===== config.mk =====
export PLATFORM = sky130hd
export DESIGN_NAME = disp_shift_map
export DESIGN_NICKNAME = d
export VERILOG_FILES = /design/src/rtl/disp_shift_map.sv
export SDC_FILE = /design/constraint.sdc
export NUM_CORES = 1
export LEC_CHECK = 0
export ABC_AREA = 1
export ABC_CLOCK_PERIOD_IN_PS = 8500
export BUFFER_PORTS_ARGS = -buffer_cell sky130_fd_sc_hd__buf_2
export CORE_MARGIN = 2
export CORE_UTILIZATION = 45
export DETAILED_ROUTE_END_ITERATION = 10
export PLACE_DENSITY = 0.72
export SYNTH_ARGS = -nofsm -noshare
export SYNTH_HDL_FRONTEND = slang
export SYNTH_SLANG_ARGS = --single-unit
export TNS_END_PERCENT = 50

===== constraint.sdc =====
create_clock -name clk -period 8.5 [get_ports clk]
set_clock_uncertainty 0.2 [all_clocks]
set_input_delay 0.425 -clock clk [delete_from_list [all_inputs] [get_ports clk]]
set_output_delay 0.425 -clock clk [all_outputs]
set_load 0.005 [all_outputs]

===== src/rtl/disp_shift_map.sv =====
module disp_shift_map #(
  parameter int VIS_COLS = 24,
  parameter int L1_LEN   = 80,
  parameter int L2_LEN   = 40,
  parameter int L2_BASE  = 64,
  parameter int AW       = 7,
  parameter int CW       = 5
) (
  input  logic          clk,
  input  logic          rst_n,
  input  logic          two_line,
  input  logic          shift_left,
  input  logic          shift_right,
  input  logic          go_home,
  input  logic [CW-1:0] col,
  input  logic          row,
  output logic [AW-1:0] addr
);
  logic [AW-1:0] ofs, ofs_eff, len, pos_raw, pos;
  logic          mode_q, mode_chg;

  assign mode_chg = two_line != mode_q;
  assign len      = two_line ? AW'(L2_LEN) : AW'(L1_LEN);
  assign ofs_eff  = mode_chg ? '0 : ofs;
  assign pos_raw  = AW'(col) - AW'(1) + ofs_eff;
  assign pos      = (pos_raw >= len) ? pos_raw - len : pos_raw;
  assign addr     = (two_line && row) ? AW'(L2_BASE) + pos : pos;

  always_ff @(posedge clk) begin
    if (!rst_n) begin
      ofs    <= '0;
      mode_q <= 1'b0;
    end else begin
      mode_q <= two_line;
      if (go_home || mode_chg)
        ofs <= '0;
      else if (shift_left && !shift_right)
        ofs <= (ofs == len - AW'(1)) ? '0 : ofs + AW'(1);
      else if (shift_right && !shift_left)
        ofs <= (ofs == '0) ? len - AW'(1) : ofs - AW'(1);
    end
  end
endmodule



# Yosys cells after proc, flatten, opt, wreduce, memory -nomap -nowiden
# Cells that the tools add are included.
# W data, S select, Z words.
classes:
  add_sub_neg: 7
  mul: 0
  div: 0
  magnitude_cmp: 1
  eq_ne: 2
  n_shift: 0
  muxes: 8
  bitwise: 1
  n_reduce_logical: 9
op_table:
  columns: ["operator", "n"]
  rows:
  - ["$mux W7", 8]
  - ["$sub A7 B1 Y7 const B", 2]
  - ["$add A7 B1 Y7 const B", 1]
  - ["$add A7 B7 Y7", 1]
  - ["$add A7 B7 Y7 const A", 1]
  - ["$eq A7 B7 Y1", 1]
  - ["$ge A7 B7 Y1", 1]
  - ["$logic_not A7 Y1", 1]
  - ["$sub A7 B7 Y7", 1]
  - ["$sub A5 B1 Y6 const B", 1]
  - ["$logic_and A1 B1 Y1", 3]
  - ["$logic_not A1 Y1", 2]
  - ["$reduce_bool A2 Y1", 1]
  - ["$reduce_or A2 Y1", 1]
  - ["$logic_or A1 B1 Y1", 1]
  - ["$ne A1 B1 Y1", 1]
  - ["$not A1 Y1", 1]
word_totals:
  reg_bits: 8
  latch_bits: 0
  ramBits: 0
  rom_bits: 0
  input_bits: 12
  output_inout_bits: 7
  wordCells: 30
  memories: 0

# Logic depth before layout (Yosys ltp)
# Gate-level depths: netlist of run 1.
logic_depth:
  word_depth: 7
  ltp_mapped: 21
  depth_no_buf: 21

# Least setup slack after synthesis of run 1
# OpenSTA, ideal clock, no wires.
synth_path:
  kind: "input to output"
  start: "in two_line"
  end: "out addr[6]"
  t_arrival_ns: 2.791
  required_time_ns: 7.875
  path_slack_ns: 5.084
  cell_stages: 17
  n_path_buf: 0
  path_cell_list: "inv_2 nand2_4 nand2_4 nor2_1 ha_1 fa_1 inv_1 o21bai_1 xor2_1 inv_1 fa_1 o21a_1 nand2_1 inv_2 nand3_1 nand3_1 nand2_1"
synth_via:
  elab_chain_len: 7
  word_cells_on_any_way: 10
  cone_classes: "add/sub (3); order compare (1); eq/ne (1); mux (4); reduce/logical (1)"
synth_rtl:
  columns: ["element", "line", "text"]
  rows:
  - ["start: declaration", "11", "input logic two_line,"]
  - ["$ne A1 B1 Y1", "22", "assign mode_chg = two_line != mode_q;"]
  - ["$mux W7", "24", "assign ofs_eff = mode_chg ? '0 : ofs;"]
  - ["$add A7 B7 Y7", "25", "assign pos_raw = AW'(col) - AW'(1) + ofs_eff;"]
  - ["$sub A7 B7 Y7 / $ge A7 B7 Y1 (equally long branches)", "26", "assign pos = (pos_raw >= len) ? pos_raw - len : pos_raw;"]
  - ["$mux W7", "26", null]
  - ["$add A7 B7 Y7", "27", "assign addr = (two_line && row) ? AW'(L2_BASE) + pos : pos;"]
  - ["$mux W7 (*)", "27", null]
  - ["end: declaration", "17", "output logic [AW-1:0] addr"]
# Mark *: on every way between the ends. The rest lies on a longest branch, timed or not.

# Worst setup path in the final report of run 1
# Same ends and word-level chain as after synthesis.

==> run summary, run 1 <==
The run finished with clean final reports. The via count of the first global-routing pass was 1226. The tools report the setup-violating endpoint count in the final report as 0. The number of vias per cell after detailed routing works out to 5.13. STA classifies the critical path endpoint as an output pin.

In this run the worst path has a maximum fanout of 8. In the finished design, the share of the clock period the worst path needs comes to 47.6%. The logs give 2480 µm for the HPWL after detailed placement and 0.933 for the weighted congestion at the end of routability-driven global placement. Overall power of the completed layout: 146 µW. Before antenna repair, the detailed router went through 4 iterations. The number of sinks handled by clock tree synthesis was 8. Of the cells placed in the final design, the portion with a size suffix greater than 1 is 17.2%. The residual overflow from global routing is 0, and the initial cell density of the core is 47.9%. The floorplan step defined a core boundary enclosing 2780 µm².

Counting along the longest clock path gives a buffer depth of 2. sky130_fd_sc_hd__nand2_1 takes more of the synthesized area than any other cell. The kind of launch point of the worst setup path was an input port.

The top-area cell type share of the netlist area was 14.9%. From synthesis to final layout, the design area changed by 10.4%. Max-cap violations in this run came to 0. For the sum of negative setup slack, the log shows 0 ns. The analysis attributes to cell leakage a power of 0.000807 µW. End of the worst register-to-register path: ofs[5]. The first global-routing pass estimated 5280 µm of wire.

The chip height came out at 58.4 µm. Synthesis produced a netlist with a net count of 248. For the post-detailed-route DRC marker count, the log shows 0. For this design the top-level I/O count stands at 19.

The tightest min-delay check is of the input port to flop type. In this run the tightest slew margin relative to its limit is 75.2%. The placement row count came out at 19.

Walking the worst path, the cells encountered are buf_2 > inv_2 > nand2_4 > nand2_4 > nor2_1 > ha_1 > fa_1 > inv_1 > o21bai_1 > xor2_1 > inv_1 > fa_1 > o21a_1 > nand2_1 > inv_2 > nand3_1 > nand3_1 > nand2_1 > buf_2. The run gives 0 as the count of final hold-check violations. TritonCTS built the clock tree. Once the clock tree was built, the setup fixing pass inserted 0 buffers.

The maximum level of the CTS H-tree is 1. The logs give 19.5% for the global routing usage summed across all routing layers and 3030 µm for the total wire length after detailed routing. Dividing total power by cell area gives a power density of 99.3 nW/µm². The count of buffers added on input and output ports is 18.

For this run, the number of Yosys warnings is 0. The horizontal die dimension was 58.4 µm; the delay contributed by the slowest stage of the critical path was 0.45 ns. The number of antenna violations at the first check in global routing was 0; the post-synthesis sequential element count was 8. After routing the design area is 1470 µm². The tools report the clock tree root buffer cell as sky130_fd_sc_hd__clkbuf_4. Most instantiated library cell after synthesis: sky130_fd_sc_hd__nand2_1.

In this run, the number of DRC markers left after iteration 0 of detailed routing was 48. Counting both buffers and inverters, the worst setup path holds a total of 6. The synthesized design contains 0 enable-type register cells. The net count of the finished layout is 269.

Summing all placed instances gives a cell area of 1450 µm². After synthesis, the share of flip-flops with an asynchronous set or reset is 0%. Slowest cell on the critical path: sky130_fd_sc_hd__fa_1.

In this run the worst setup path begins at two_line. The run gives 0 as the hold buffer count at cts. Among all flip-flop cells after synthesis, the most frequent one is sky130_fd_sc_hd__dfxtp_1. In this run the cell area of the synthesized design comes to 1330 µm². The total stage count of the critical path is 19, and the remaining number of nets flagged by the antenna check after routing is 0. STA puts the critical path data arrival time at 3.42 ns. The run gives 12.0% as the fraction of the yosys area taken by sequential cells.

Data on the critical path is required at its endpoint by 7.88 ns. Buffers inserted during clock tree synthesis total 3. Across the VDD grid, the largest voltage drop is 83.3 µV.

The tools report the clock latency on the worst-skew pair as 0.26 ns. After synthesis, the cell types taking the most area are sky130_fd_sc_hd__nand2_1 15%, sky130_fd_sc_hd__ha_1 13%, sky130_fd_sc_hd__dfxtp_1 12%. The run gives 0 as the final count of pins violating max slew. Each instance of the synthesized netlist takes up on average 6.06 µm². Counting I/O delays and the setup requirement, the final critical path takes 4.05 ns. Cells fill 52.9% of the core in the end. For the total number of vias, the log shows 1385.

The run gives 0 as the number of antenna cells inserted. The number of library cell types mapped by synthesis was 29; the filler cell count was 307. The logic depth of the worst register-to-register path is 10.

The tools report the end point of the critical path as addr[6]. Critical path class: input port to output pin. The clock-pin slew on the worst setup and hold paths is 0.06 ns.

Counting instances in the post-synthesis netlist gives the leading cell types as 53 x sky130_fd_sc_hd__nand2_1, 27 x sky130_fd_sc_hd__inv_1, 21 x sky130_fd_sc_hd__nor2_1, 19 x sky130_fd_sc_hd__nand3_1, 14 x sky130_fd_sc_hd__ha_1. The transition at the pin with the smallest max-transition slack is 0.371 ns, and the wire length per cell after detailed routing is 11.2 µm. For flop-to-flop paths, the worst setup slack is 6.79 ns. The count of mapped cells out of synthesis was 220; the maximum number of pins on one net before global-route repair was 14. The kind of cell adding the most delay to the critical path was adder cells.

Gates resized during post-CTS repair numbered 0. The floorplan step defined a die boundary enclosing 3410 µm². Timing-limited maximum frequency: 247 MHz. The tools report the startpoint of the worst-slack reg-to-reg timing path as ofs[1]. Setup repair after global routing left no endpoint under its margin.
routing by layer:
layer / part of all wire (%) / routed length [µm] / vias to the layer above / GRT usage [%]
met1: 53 / 1590 / 591 / 29.2
li1: - / - / 751 / -
met2: 42 / 1290 / 41 / 29.5
met5: 0 / 0 / - / 0
met3: 4.6 / 138 / 2 / 3.30
met4: 0.43 / 13 / 0 / 2.99
worst min path at each step:
stage / start / to / slack [ns] / cells after the start
after global routing: rst_n / mode_q / 0.18 / 3
final: rst_n / mode_q / 0.16 / 3
after global placement: ofs[0] / ofs[0] / 0.36 / 3
after detailed placement: ofs[0] / ofs[0] / 0.36 / 3
after floorplan: ofs[0] / ofs[0] / 0.32 / 3
after CTS: rst_n / mode_q / 0.16 / 3
worst register-to-register path, stage by stage (launching register included):
cell	delay [ns]
sky130_fd_sc_hd__dfxtp_1	0.43
sky130_fd_sc_hd__ha_1	0.26
sky130_fd_sc_hd__nand2_1	0.08
sky130_fd_sc_hd__nor2_1	0.15
sky130_fd_sc_hd__nand3_2	0.13
sky130_fd_sc_hd__nand2_2	0.10
sky130_fd_sc_hd__inv_2	0.04
sky130_fd_sc_hd__nand2_1	0.05
sky130_fd_sc_hd__nand2_1	0.04
sky130_fd_sc_hd__nor2_1	0.09
sky130_fd_sc_hd__nor2_1	0.04
power breakdown:
group | switching, µW | total (µW) | internal, µW | leakage (µW)
clock | 13.2 | 29.4 | 16.2 | 0.0000138
sequential | 3.01 | 42.2 | 39.2 | 0.0000652
combinational | 43.9 | 74.4 | 30.5 | 0.000728
cells in the final DEF (no fill, tap or decap), drive strengths merged:
cell type | synthesis | routed
mux2i | 1 | 1
nor2 | 28 | 28
dfxtp | 8 | 8
and2 | 1 | 1
nand3 | 20 | 20
inv | 34 | 34
fa | 2 | 2
o21a | 1 | 1
xor2 | 9 | 9
clkbuf | 0 | 3
o21ai | 17 | 17
or2 | 1 | 1
xnor2 | 4 | 4
nor3b | 1 | 1
nand4 | 5 | 5
o21bai | 1 | 1
a31oi | 1 | 1
a21oi | 11 | 11
nand2 | 58 | 58
ha | 14 | 14
buf | 2 | 18
o211ai | 1 | 1
area by class of cell:
cell class,count,area (µm²),area share (%)
Inverter,34,128,8.67
Tap cell,31,38.8,2.64
Clock buffer,3,22.5,1.53
Timing Repair Buffer,18,90.1,6.12
Multi-Input combinational cell,176,1030,70.2
Sequential cell,8,160,10.9
flip-flops by register name (all words and copies together), names as in the netlist:
register  cells
ofs           7
mode_q        1
logic make-up after synthesis:
family                   share of synthesized area, %
XOR/XNOR                                         8.54
flip-flops                                       12.0
multiplexers                                    0.751
AO/OA/AOI/OAI                                    12.7
buffers and inverters                            10.5
adder cells (fa/ha/maj)                          16.2
AND/OR/NAND/NOR                                  39.3
through the flow:
stage | hold slack, ns | setup WS [ns] | std cells
2_1_floorplan | 0.318 | 5.08 | 220
6_report | 0.164 | 4.45 | 270
3_5_place_dp | 0.363 | 4.45 | 267
5_1_grt | 0.177 | 4.23 | 270
4_1_cts | 0.159 | 4.44 | 270
3_3_place_gp | 0.363 | 4.47 | 267
No activity file was read; power rests on OpenSTA's default activity.
==> run 2: changes to the inputs <==
--- a/config.mk
+++ b/config.mk
@@ -6,7 +6,7 @@
 export NUM_CORES = 1
 export LEC_CHECK = 0
 export ABC_AREA = 1
-export ABC_CLOCK_PERIOD_IN_PS = 8500
+export ABC_CLOCK_PERIOD_IN_PS = 3900
 export BUFFER_PORTS_ARGS = -buffer_cell sky130_fd_sc_hd__buf_2
 export CORE_MARGIN = 2
 export CORE_UTILIZATION = 45
==> constraint.sdc (replaced) <==
create_clock -name clk -period 3.9 [get_ports clk]
set_clock_uncertainty 0.2 [all_clocks]
set_input_delay 0.195 -clock clk [delete_from_list [all_inputs] [get_ports clk]]
set_output_delay 0.195 -clock clk [all_outputs]
set_load 0.005 [all_outputs]
==> run 2 against run 1 <==
Against the previous run: register-to-register slack worse by 4.6 ns; worst hold slack got worse by 0.13 ns; first-iteration DRC count grew 13%; wire length is essentially flat; power grew 120%; core utilization grew 0.99 points; non-clock buffer count up 2; combinational power up 120%; global-route usage grew 1.0 points; die area is the same; cell count increased by 0.74%; sequential cell count stayed put; highest routed layer unchanged.
==> run summary, run 2 (synthesis results as in run 1) <==
The area growth from synthesis to layout is 12.5%. For the internal portion of total power, the log shows 190 µW (+120%). The tools report the total number of vias as 1398 (+0.94%). The clock-pin slew on the worst setup and hold paths is 0.05 ns (about the same), and the total wire length after detailed routing is 3030 µm (about the same). The number of max-cap violations was 0 (unchanged). The tools report the weighted congestion at the end of routability-driven global placement as 0.933 (about the same). In the layout the commonest cells are 53 x sky130_fd_sc_hd__nand2_1, 27 x sky130_fd_sc_hd__inv_1, 21 x sky130_fd_sc_hd__nor2_1. For the combinational cell fraction of total power, the log shows 51.3% (+0.3 points). The switching portion of total power was 41.5% (+0.33 points); the worst slack at placement was 0.314 ns (-4.14 ns). Most common cell after layout, fill and taps aside: sky130_fd_sc_hd__nand2_1.

Grouping stages by cell kind, the critical path spends the most delay in adder cells. The logs give 5550 µm (+5.2%) for the first-pass GRT wire length and 135 µW (+120%) for the switching power. The logs give 0.000816 µW (+1.1%) for the standby leakage power and 1317 (+7.4%) for the via count of the first global-routing pass.

The horizontal die dimension was 58.4 µm (unchanged). The final period demand of the worst path is 3.70 ns, and the sum of negative setup slack is 0 ns (unchanged). The flow ran to the end, and the final reports show no timing, DRC or antenna violations. The run gives 47.9% (unchanged) as the initial cell density of the core.

In the final layout, the registers with the most flip-flops are ofs x7, mode_q x1. The number of buffers added by the clock tree synthesis step was 3 (unchanged); the overall power of the completed layout was 326 µW (+120%). The placed instance count is 267 (unchanged). The wire length per cell after detailed routing was 11.2 µm (-0.64%); the chip height was 58.4 µm (unchanged). The tools report the clock tree root buffer cell as sky130_fd_sc_hd__clkbuf_4.

Type of the worst min-delay path: input port to flop. Static timing analysis puts the maximum clock frequency at 270 MHz. Clock network fraction of design power: 20.4% (+0.3 points). The number of buffers and inverters on the critical path is 5 (-1), and the core area is 2780 µm² (unchanged). The instance area at placement is 1450 µm² (unchanged), and the number of antenna cells inserted is 0 (unchanged). The signal on the critical path passes through inv_1 > nand2_1 > nand2_4 > nor2_1 > ha_1 > fa_2 > inv_1 > o21bai_1 > xor2_2 > inv_1 > fa_1 > o21a_1 > nand2_1 > inv_2 > nand3_1 > nand3_1 > nand2_1 > buf_2.

The run gives 1 (unchanged) as the maximum level of the CTS H-tree. The run gives 4 (unchanged) as the first-pass iteration count of the detailed router. Sequential cell area in the final layout: 160 µm² (unchanged). Setup repair after global routing left no endpoint under its margin. The count of boundary I/O pins is 19 (unchanged). The power per unit of standard cell area was 217 nW/µm² (+120%). The critical path data arrival time is 3.30 ns (-0.12 ns), and the number of cells in the finished layout apart from fillers is 272 (+0.74%). The most flop-heavy register is ofs. The worst setup path is of the flop to output pin kind. The setup-violating endpoint count in the final report is 0 (unchanged).

The count of input and output buffers works out to 18 (unchanged). For the post-detailed-route DRC marker count, the log shows 0 (unchanged). The final count of pins violating max slew was 0 (unchanged); the number of sinks handled by clock tree synthesis was 8 (unchanged).

The HPWL after detailed placement is 2500 µm (+0.63%). After layout, the worst path uses 94.8% of the clock period. For the number of antenna violations at the first check in global routing, the log shows 0 (unchanged). Slowest cell on the critical path: sky130_fd_sc_hd__fa_1. The tools report the power share of the sequential group as 28.3% (-0.6 points).

The maximum number of pins on one net before global-route repair was 14 (unchanged); the remaining number of nets flagged by the antenna check after routing was 0 (unchanged). The critical path required time was 3.50 ns (-4.38 ns); the count of final hold-check violations was 0 (unchanged). The logs give 0 (unchanged) for the residual overflow from global routing and 198 µV (+140%) for the maximum vdd ir drop. Number of flip-flops in the largest register: 7 (unchanged). The logs give 54 (+13%) for the violation count after the first detailed-route iteration and 2 (unchanged) for the number of buffers between clock root and the deepest sink. TritonCTS built the clock tree.

The die area was 3410 µm² (unchanged); the global routing usage summed across all routing layers was 20.5% (+1.0 points). The run gives 1500 µm² (+1.9%) as the final instance area. The worst setup path is captured at an output pin. For the filler cell count, the log shows 309 (+0.65%).

The share of layout cells above drive strength 1 works out to 18.3% (+1.1 points). The run gives 0.26 ns (about the same) as the clock latency on the worst-skew pair. The number of vias per cell after detailed routing came out at 5.14 (+0.20%). Kind of launch point of the worst setup path: a flop. The area of the multi-input gates is 1040 µm² (+0.97%), and the highest fanout seen on the critical path is 8 (unchanged). The number of nets in the finished design was 271 (+0.74%).

For the worst max-slew margin expressed relative to the limit, the log shows 75.6% (+0.39 points). The transition at the pin with the smallest max-transition slack is 0.366 ns (-0.00585 ns). The slack of the critical path came out at 0.203 ns (-4.25 ns).

The delay contributed by the slowest stage of the critical path was 0.43 ns (-0.02 ns); the placement row count was 19 (unchanged).
## run 2: cell count changes in the layout (fill, tap and decap cells not counted)
cell and change:
sky130_fd_sc_hd__xor2_1 -1, sky130_fd_sc_hd__dlygate4sd3_1 +1, sky130_fd_sc_hd__fa_1 -1, sky130_fd_sc_hd__fa_2 +1, sky130_fd_sc_hd__xor2_2 +1, sky130_fd_sc_hd__buf_4 +1
## run 2: power groups by stage
| stage | clock (µW) | combinational (µW) | sequential (µW) |
|---|---|---|---|
| CTS | 67.2 | 164 | 91.9 |
| global placement | 0 | 162 | 93.6 |
| floorplan | 0 | 122 | 91.2 |
| finish | 66.4 | 167 | 92.0 |
| detailed placement | 0 | 162 | 93.6 |
| global route | 74.2 | 193 | 92.8 |
## run 2: cell type report
type / instances / area share (%)
Clock buffer: 3 / 1.50
Inverter: 34 / 8.51
Multi-Input combinational cell: 176 / 69.5
Sequential cell: 8 / 10.7
Tap cell: 31 / 2.59
Timing Repair Buffer: 20 / 7.18
## run 2: metrics by stage
stage	util [%]	hold slack, ns
after floorplan	-	0.0885
after global placement	52.1	0.200
after global routing	53.9	0.0440
after detailed placement	52.1	0.201
final	53.9	0.0329
after CTS	53.3	0.0379
## run 2: worst paths after layout
check,startpoint,end,slack (ns),depth (start not counted)
max,mode_q,addr[6],0.20,18
min,two_line,mode_q,0.03,3
max reg2reg,ofs[0],ofs[3],2.17,9
min reg2reg,ofs[0],ofs[0],0.39,3
## run 2: metal layers
| layer | vias up | GRT usage [%] | wire [µm] |
|---|---|---|---|
| li1 | 753 | - | - |
| met1 | 613 | 30.3 | 1610 |
| met2 | 30 | 30.7 | 1290 |
| met3 | 2 | 4.18 | 124 |
| met4 | 0 | 3.99 | 11 |
| met5 | - | 0 | 0 |
## run 2: repair_timing
item | in CTS | in global routing
setup endpoints to repair | 0 | 3
resized for setup | 0 | 2
buffers inserted | 0 | 1
hold buffers | 1 | 0
hold endpoints to repair | 1 | 0
## run 2: worst reg2reg max path, delay by kind of cell, from the launching register on
family          cells  cell delay, ns
flops               1            0.35
fa+ha+maj           1            0.25
buf+inv             2            0.26
simple gates        5            0.50
compound gates      1            0.06
